**src/rtl/ptm_pkg.sv**
```systemverilog
package ptm_pkg;
  typedef enum logic [3:0] {
    ST_IDLE,
    ST_C_CLKH,
    ST_C_DIN,
    ST_C_ENH,
    ST_C_CLKL,
    ST_C_ENL,
    ST_D_CLKL,
    ST_D_DIN,
    ST_D_CLKH
  } step_e;

  typedef struct packed {
    logic       set_clk;
    logic       clk_v;
    logic       set_en;
    logic       en_v;
    logic       set_din;
    logic [7:0] din_v;
  } pin_cmd_t;
endpackage

```
**src/rtl/ptm_dwell_timer.sv**
```systemverilog
module ptm_dwell_timer #(
  parameter int DWELL_CYCLES = 4
) (
  input  logic clk_i,
  input  logic rst_ni,
  input  logic load_i,
  input  logic active_i,
  output logic tick_o
);
  localparam int CW = (DWELL_CYCLES < 2) ? 1 : $clog2(DWELL_CYCLES);
  localparam logic [CW-1:0] RELOAD = CW'(DWELL_CYCLES - 1);

  logic [CW-1:0] cnt_q;

  always_ff @(posedge clk_i or negedge rst_ni) begin
    if (!rst_ni)          cnt_q <= '0;
    else if (load_i)      cnt_q <= RELOAD;
    else if (cnt_q != '0) cnt_q <= cnt_q - 1'b1;
  end

  assign tick_o = active_i && (cnt_q == '0);

  assert_cnt_range_R6: assert property (@(posedge clk_i) disable iff (!rst_ni)
    cnt_q <= RELOAD);
  assert_load_restarts_R6: assert property (@(posedge clk_i) disable iff (!rst_ni)
    (load_i && DWELL_CYCLES > 1) |=> !tick_o);
endmodule

```
**src/rtl/ptm_pin_drv.sv**
```systemverilog
module ptm_pin_drv
  import ptm_pkg::*;
(
  input  logic       clk_i,
  input  logic       rst_ni,
  input  pin_cmd_t   cmd_i,
  output logic       tclk_o,
  output logic       ten_o,
  output logic [7:0] tdin_o
);
  always_ff @(posedge clk_i or negedge rst_ni) begin
    if (!rst_ni) begin
      tclk_o <= 1'b0;
      ten_o  <= 1'b0;
      tdin_o <= '0;
    end else begin
      if (cmd_i.set_clk) tclk_o <= cmd_i.clk_v;
      if (cmd_i.set_en)  ten_o  <= cmd_i.en_v;
      if (cmd_i.set_din) tdin_o <= cmd_i.din_v;
    end
  end

  assert_en_rise_clk_high_R9: assert property (@(posedge clk_i) disable iff (!rst_ni)
    $rose(ten_o) |-> tclk_o);
  assert_en_fall_clk_low_R9: assert property (@(posedge clk_i) disable iff (!rst_ni)
    $fell(ten_o) |-> !tclk_o);
  assert_no_clk_rise_en_R9: assert property (@(posedge clk_i) disable iff (!rst_ni)
    $rose(tclk_o) |-> !ten_o);
endmodule

```
**src/rtl/ptm_seq.sv**
```systemverilog
module ptm_seq
  import ptm_pkg::*;
(
  input  logic       clk_i,
  input  logic       rst_ni,
  input  logic       req_i,
  input  logic       we_i,
  input  logic [7:0] code_i,
  input  logic [7:0] wdata_i,
  input  logic       tick_i,
  input  logic [7:0] tdout_i,
  output pin_cmd_t   cmd_o,
  output logic       load_o,
  output logic       busy_o,
  output logic       done_o,
  output logic [7:0] rdata_o
);
  step_e      state_q, state_d;
  logic       we_q;
  logic [7:0] code_q, wdata_q, cap_q;
  logic       accept;

  assign busy_o = (state_q != ST_IDLE);
  assign accept = req_i && !busy_o;
  assign load_o = accept || tick_i;

  always_comb begin
    cmd_o   = '0;
    state_d = state_q;
    if (accept) begin
      cmd_o.set_clk = 1'b1; cmd_o.clk_v = 1'b1;
      state_d       = ST_C_CLKH;
    end else if (tick_i) begin
      unique case (state_q)
        ST_C_CLKH: begin cmd_o.set_din = 1'b1; cmd_o.din_v = code_q; state_d = ST_C_DIN;  end
        ST_C_DIN:  begin cmd_o.set_en  = 1'b1; cmd_o.en_v  = 1'b1;   state_d = ST_C_ENH;  end
        ST_C_ENH:  begin cmd_o.set_clk = 1'b1; cmd_o.clk_v = 1'b0;   state_d = ST_C_CLKL; end
        ST_C_CLKL: begin cmd_o.set_en  = 1'b1; cmd_o.en_v  = 1'b0;   state_d = ST_C_ENL;  end
        ST_C_ENL:  begin cmd_o.set_clk = 1'b1; cmd_o.clk_v = 1'b0;   state_d = ST_D_CLKL; end
        ST_D_CLKL: begin
          cmd_o.set_din = 1'b1;
          cmd_o.din_v   = we_q ? wdata_q : cap_q;
          state_d       = ST_D_DIN;
        end
        ST_D_DIN:  begin cmd_o.set_clk = 1'b1; cmd_o.clk_v = 1'b1;   state_d = ST_D_CLKH; end
        ST_D_CLKH: state_d = ST_IDLE;
        default:   state_d = ST_IDLE;
      endcase
    end
  end

  always_ff @(posedge clk_i or negedge rst_ni) begin
    if (!rst_ni) begin
      state_q <= ST_IDLE;
      we_q    <= 1'b0;
      code_q  <= '0;
      wdata_q <= '0;
      cap_q   <= '0;
      done_o  <= 1'b0;
      rdata_o <= '0;
    end else begin
      state_q <= state_d;
      done_o  <= 1'b0;
      if (accept) begin
        we_q    <= we_i;
        code_q  <= code_i;
        wdata_q <= wdata_i;
      end
      // read: capture right after enable falls, reused as write-back byte
      if (tick_i && state_q == ST_C_ENL && !we_q) cap_q <= tdout_i;
      if (tick_i && state_q == ST_D_CLKH) begin
        done_o  <= 1'b1;
        rdata_o <= we_q ? tdout_i : cap_q;
      end
    end
  end

  assert_done_pulse_R8: assert property (@(posedge clk_i) disable iff (!rst_ni)
    done_o |=> !done_o);
  assert_done_not_busy_R8: assert property (@(posedge clk_i) disable iff (!rst_ni)
    done_o |-> !busy_o);
  assert_busy_ends_done_R8: assert property (@(posedge clk_i) disable iff (!rst_ni)
    $fell(busy_o) |-> done_o);
  assert_req_busy_ignored_R7: assert property (@(posedge clk_i) disable iff (!rst_ni)
    (busy_o && req_i) |=> $stable(code_q) && $stable(we_q));
endmodule

```
**src/rtl/phy_test_master.sv**
```systemverilog
module phy_test_master
  import ptm_pkg::*;
#(
  parameter int DWELL_CYCLES = 4
) (
  input  logic       clk_i,
  input  logic       rst_ni,
  input  logic       req_i,
  input  logic       we_i,
  input  logic [7:0] code_i,
  input  logic [7:0] wdata_i,
  output logic       busy_o,
  output logic       done_o,
  output logic [7:0] rdata_o,
  output logic       tclk_o,
  output logic       ten_o,
  output logic [7:0] tdin_o,
  input  logic [7:0] tdout_i
);
  pin_cmd_t cmd;
  logic     load, tick;

  ptm_dwell_timer #(.DWELL_CYCLES(DWELL_CYCLES)) u_timer (
    .clk_i    (clk_i),
    .rst_ni   (rst_ni),
    .load_i   (load),
    .active_i (busy_o),
    .tick_o   (tick)
  );

  ptm_seq u_seq (
    .clk_i   (clk_i),
    .rst_ni  (rst_ni),
    .req_i   (req_i),
    .we_i    (we_i),
    .code_i  (code_i),
    .wdata_i (wdata_i),
    .tick_i  (tick),
    .tdout_i (tdout_i),
    .cmd_o   (cmd),
    .load_o  (load),
    .busy_o  (busy_o),
    .done_o  (done_o),
    .rdata_o (rdata_o)
  );

  ptm_pin_drv u_pins (
    .clk_i  (clk_i),
    .rst_ni (rst_ni),
    .cmd_i  (cmd),
    .tclk_o (tclk_o),
    .ten_o  (ten_o),
    .tdin_o (tdin_o)
  );

  assert_one_pin_change_R6: assert property (@(posedge clk_i) disable iff (!rst_ni)
    $countones({tclk_o != $past(tclk_o), ten_o != $past(ten_o), tdin_o != $past(tdin_o)}) <= 1);
  assert_hold_in_step_R6: assert property (@(posedge clk_i) disable iff (!rst_ni)
    (busy_o && !tick) |=> $stable(tclk_o) && $stable(ten_o) && $stable(tdin_o));
  assert_idle_pins_hold_R7: assert property (@(posedge clk_i) disable iff (!rst_ni)
    (!busy_o && !req_i) |=> $stable(tclk_o) && $stable(ten_o) && $stable(tdin_o));
endmodule

```
**config.mk**
```make
export PLATFORM = sky130hd
export DESIGN_NAME = phy_test_master
export DESIGN_NICKNAME = d
export VERILOG_FILES = /design/src/rtl/ptm_pkg.sv /design/src/rtl/ptm_dwell_timer.sv /design/src/rtl/ptm_pin_drv.sv /design/src/rtl/ptm_seq.sv /design/src/rtl/phy_test_master.sv
export SDC_FILE = /design/constraint.sdc
export NUM_CORES = 1
export LEC_CHECK = 0
export ABC_AREA = 1
export ABC_CLOCK_PERIOD_IN_PS = 4300
export BUFFER_PORTS_ARGS = -buffer_cell sky130_fd_sc_hd__buf_2
export CAP_MARGIN = 20
export CORE_MARGIN = 10
export CORE_UTILIZATION = 40
export CTS_BUF_LIST = sky130_fd_sc_hd__clkbuf_2 sky130_fd_sc_hd__clkbuf_4 sky130_fd_sc_hd__clkbuf_8
export CTS_CLUSTER_SIZE = 16
export DETAILED_ROUTE_END_ITERATION = 16
export RECOVER_POWER = 25
export REMOVE_ABC_BUFFERS = 1
export SETUP_SLACK_MARGIN = 0.2
export SYNTH_ARGS = -nofsm -noshare
export SYNTH_HDL_FRONTEND = slang
export SYNTH_SLANG_ARGS = --single-unit
```
**constraint.sdc**
```tcl
create_clock -name clk_i -period 4.3 [get_ports clk_i]
set_input_delay 0.43 -clock clk_i [delete_from_list [all_inputs] [get_ports clk_i]]
set_output_delay 0.43 -clock clk_i [all_outputs]
set_load 0.05 [all_outputs]
```
# == Word level (Yosys, flattened, before mapping) ==
# Index checks and enable logic that the tools add are counted.
# W data, S select, Z words.
# op_classes
reduce_logical,14
add_sub_neg,1
n_eq_ne,8
mux,14
# ops
cell,n
$pmux W4 S7,1
$pmux W9 S2,1
$eq A4 B3 Y1 const B,4
$mux W8,2
$mux W13,1
$mux W11,1
$eq A4 B2 Y1 const B,2
$mux W4,2
$pmux W2 S2,2
$mux W2,3
$reduce_bool A2 Y1,3
$logic_and A1 B1 Y1,5
$eq A4 B1 Y1 const B,1
$eq A4 B4 Y1 const B,1
$reduce_bool A4 Y1,1
$logic_not A1 Y1,2
$logic_not A2 Y1,1
$reduce_or A2 Y1,1
$sub A2 B1 Y2 const B,1
$logic_or A1 B1 Y1,1
$mux W1,1
# word_totals
output_inout_bits,20
register_bits,50
word_cells,48
input_bits,28

# == Depth between registers and ports, before layout ==
# depth
depth_word,5
mapped_depth,8
mapped_depth_nobuf,7

# == Modules after synthesis ==
# From an unflattened synthesis, not the netlist that was laid out.
# hier_totals
cells_unflattened,306
area_unflattened_um2,2403.6
# modules_own_cells
mod,n_inst,cells_each,seq_area_each_um2,area_each_um2
ptm_seq,1,246,950.9,1904.3
ptm_pin_drv,1,44,250.2,385.4
ptm_dwell_timer,1,16,50.0,113.9

# == Worst setup path before layout ==
# Ideal clock, no wire load.
# synth_path
kind,reg-to-reg
from,register u_seq.state_q[1]
to,register u_timer.cnt_q[0]
slack_ns,2.827
synth_period_minus_slack_ns,1.473
path_buffers,0
setup_time_ns,0.126
t_required_ns,4.174
arrival_time_ns,1.346
stages_incl_launch_ff,7
cell_sequence,dfrtp_1 nor2_4 nand2_2 nand2_2 nand2_1 inv_1 o21ai_0
# synth_via
elab_chain_len,5
word_cells_on_any_way,7
classes_between,mux (1); reduce/logical (6)
# synth_lines
element,line_no,rtl
start: declaration,ptm_seq.sv:18,"step_e state_q, state_d;"
start signal: assignment,ptm_seq.sv:62,state_q <= state_d;
$reduce_bool A4 Y1 (*),ptm_seq.sv:23,assign busy_o = (state_q != ST_IDLE);
net busy_o,phy_test_master.sv:12,"output logic busy_o,"
$logic_not A1 Y1,ptm_seq.sv:24,assign accept = req_i && !busy_o;
$logic_and A1 B1 Y1,ptm_seq.sv:24,
$logic_or A1 B1 Y1 (*),ptm_seq.sv:25,assign load_o = accept || tick_i;
$mux W2 / $reduce_bool A2 Y1 (equally long branches),--,
end signal: assignment,ptm_dwell_timer.sv:18,else if (cnt_q != '0) cnt_q <= cnt_q - 1'b1;
end: declaration,ptm_dwell_timer.sv:13,logic [CW-1:0] cnt_q;
# Mark *: on every way through the listed nets, which the timed path passes. The rest lies on a longest branch.
# A chain may end at the register's enable or synchronous reset.

==> results.md <==
* Final #Nets at 388
* CP arrival at 2390 ps
* Minimum hold slack at 344 ps
* Failing checks: max-capacitance violations, max-slew violations
* # placed instances at 427
* Grt ovf at 0
* Area Growth Syn to Fin at 15.0%
* Net Sw Power at 959 uW
* Core area at 5960 um^2
* CP Max Fanout at 50
* Chip Height at 98.4 um
* Synth area leader: dfrtp_1
* Design Area, Final at 2830 um^2
* Worst VDD drop at 0.289 mV
* Yosys warns at 0
* FMAX at 395 MHz
* Max-slew violation count at 51
* CP max stage delay at 1870 ps
* Top post-synthesis cells by area: dfrtp_1 51%, nand2_1 24%, inv_1 3.8%
* First-pass GRT wire length at 10.0 mm
* R2r worst-path depth at 5
* # diodes at 0
* Cts hold-fix bufs at 0
* Fillers at 620
* Worst-case clock skew at 3.45 ps
* Non-Filler Instances at 435
* Final ANT Viol Nets at 0
* CTS tree: done
* Number of I/O pins at 48
* CTS H-tree depth at 2
* Post-synthesis area per instance at 7.88 um^2
* Die ar. at 9680 um^2
* Status: complete, but fails checks
* Share of cells above drive strength 1 at 0.206
* Post-CTS setup buffer count at 0
* Synthesized instance count at 312
* Vias per cell at 4.68
* Drt total wl at 5.74 mm
* Sequential share of the synthesized area at 0.509
* Startpoint types: input pin
* Clock Latency Late Sink at 300 ps
* Hold Path Origin: tdout_i[7]
* Worst Setup Path Type: input pin to async pin
* Clock share of power at 0.139
* Post-CTS Resized at 0
* Hold Violations, Final at 0
* CTS clk-pin slew, worst paths at 90 ps
* Post-synthesis register bit count at 50
* CTS Buf Count at 5
* Leak Pwr at 1.57 nW
* Root Buffer: clkbuf_8
* Multi-input logic area at 1040 um^2
* Max Cap Violations at 1
* Drt wl/cell at 13.2 um
* Hold path depth at 3
* Chip Width at 98.4 um
* Bufs and invs on worst path at 2
* PD cells at 701 nW/um^2
* Post-route setup TNS at 0 ps
* GRT Total Usage at 0.122
* DR iter-0 viols at 92
* CP Capture Type: async pin
* Number of buffers added on ports at 47
* Proportion of netlist area held by the largest area contributor at 0.509
* Number of remaining DRC errors at 0
* R2R Setup Slk at 2460 ps
* Via Count at 2034
* Slowest stage cell on the critical path: clkbuf_1
* Seq. cell area at 1250 um^2
* Combinational power share at 0.457
* Worst Max-Slew Pin Slew at 2640 ps
* Worst r2r src: u_seq.state_q[3]
* Min Tclk post-route at 2530 ps
* Initial antenna violation count at 0
* Critical-path cell list: buf_2 > clkbuf_1
* Sink Count at 50
* Final setup fails at 0
* Family with the most delay on the worst path: buffers and inverters
* Vias in the first global route at 2106
* WP depth at 2
* Initial core utilization at 0.413
* HP Class: input pin to flip-flop
* Reg2reg end: u_timer.cnt_q[0]
* WP data required at 4160 ps
* Area of the mapped netlist at 2460 um^2
* Slew HR at -0.761
* Worst Hold Path EP: u_seq.cap_q[7]
* Yosys cell types at 25
* Largest net degree at the start of global routing at 51
* Tcrit/Tclk final at 0.588
* Max clock buf depth at 2
* Row count at 28
* Placer Congestion at 0.843
* RSZ-0062 raised after global routing: false
* Pint at 1.02 mW
* Sw Share at 0.484
* Sequential share of power at 0.405
* Area after DPL at 2740 um^2
* DRT Pass-1 Iters at 4
* Hpwl dp at 4.31 mm
==> synth_stat cells, drive strengths merged <==
master,n
o211ai,1
dfrtp,50
o21bai,1
o21a,2
inv,28
a21oi,3
nand3,14
nand4,1
buf,8
clkinv,1
nor2,14
nand2,159
ha,1
o21ai,29
==> layout by cell type, fill, tap and decap left out, drive strengths merged <==
cell / instances
clkinvlp: 1
o21a: 2
inv: 28
nand2: 159
nand3: 14
dfrtp: 50
o21bai: 1
nor2: 14
clkinv: 3
clkbuf: 6
nand4: 1
ha: 1
buf: 47
o211ai: 1
a21oi: 3
o21ai: 29
==> worst max-delay path by stage <==
| stage | startpoint | endpoint |
|---|---|---|
| global placement | u_seq.state_q[3] | u_timer.cnt_q[0] |
| global route | rst_ni | u_seq.code_q[5] |
| finish | rst_ni | u_seq.rdata_o[4] |
| CTS | u_seq.state_q[3] | busy_o |
| floorplan | u_seq.state_q[3] | u_timer.cnt_q[0] |
| detailed placement | u_seq.state_q[3] | u_timer.cnt_q[0] |
==> layout make-up <==
type                            count  share of cell area
Tap cell                           75              0.0332
Sequential cell                    50               0.443
Timing Repair Buffer               48              0.0846
Clock inverter                      3             0.00753
Inverter                           29              0.0385
Multi-Input combinational cell    225               0.369
Clock buffer                        5              0.0244
==> routing by layer <==
layer	GRT usage	routed length, um
met1	0.147	2610
met2	0.209	2760
met3	0.0289	277
met4	0.0375	96
met5	0	0
==> flip-flops by register name, summed over array words and instances (netlist names) <==
register	cells
u_pins.tdin_o	8
u_seq.cap_q	8
u_seq.code_q	8
u_seq.rdata_o	8
u_seq.wdata_q	8
u_seq.state_q	4
u_timer.cnt_q	2
u_pins.tclk_o	1
u_pins.ten_o	1
u_seq.done_o	1
u_seq.we_q	1
==> metrics by stage <==
| stage | power (mW) | setup slack, ps | util |
|---|---|---|---|
| global placement | 1.72 | 2450 | 0.460 |
| detailed placement | 1.72 | 2470 | 0.460 |
| finish | 1.98 | 1770 | 0.474 |
| floorplan | 1.47 | 2690 | - |
| global route | 2.16 | 1130 | 0.474 |
| CTS | 2.00 | 2340 | 0.475 |
==> power groups by stage <==
stage               clock (mW)  combinational, mW  sequential (mW)
global route             0.301               1.03            0.829
detailed placement           0              0.914            0.809
CTS                      0.285              0.916            0.803
floorplan                    0              0.533            0.936
global placement             0              0.908            0.808
finish                   0.275              0.905            0.802
==> cells by family after synthesis <==
family | after synthesis | synth area share
and+or+nand+nor | 188 | 0.337
DFF | 50 | 0.509
buffers and inverters | 37 | 0.0667
AOI/OAI and AO/OA | 36 | 0.0820
adders and majority gates | 1 | 0.00509
Note: power is estimated with default switching activity, not from simulation.
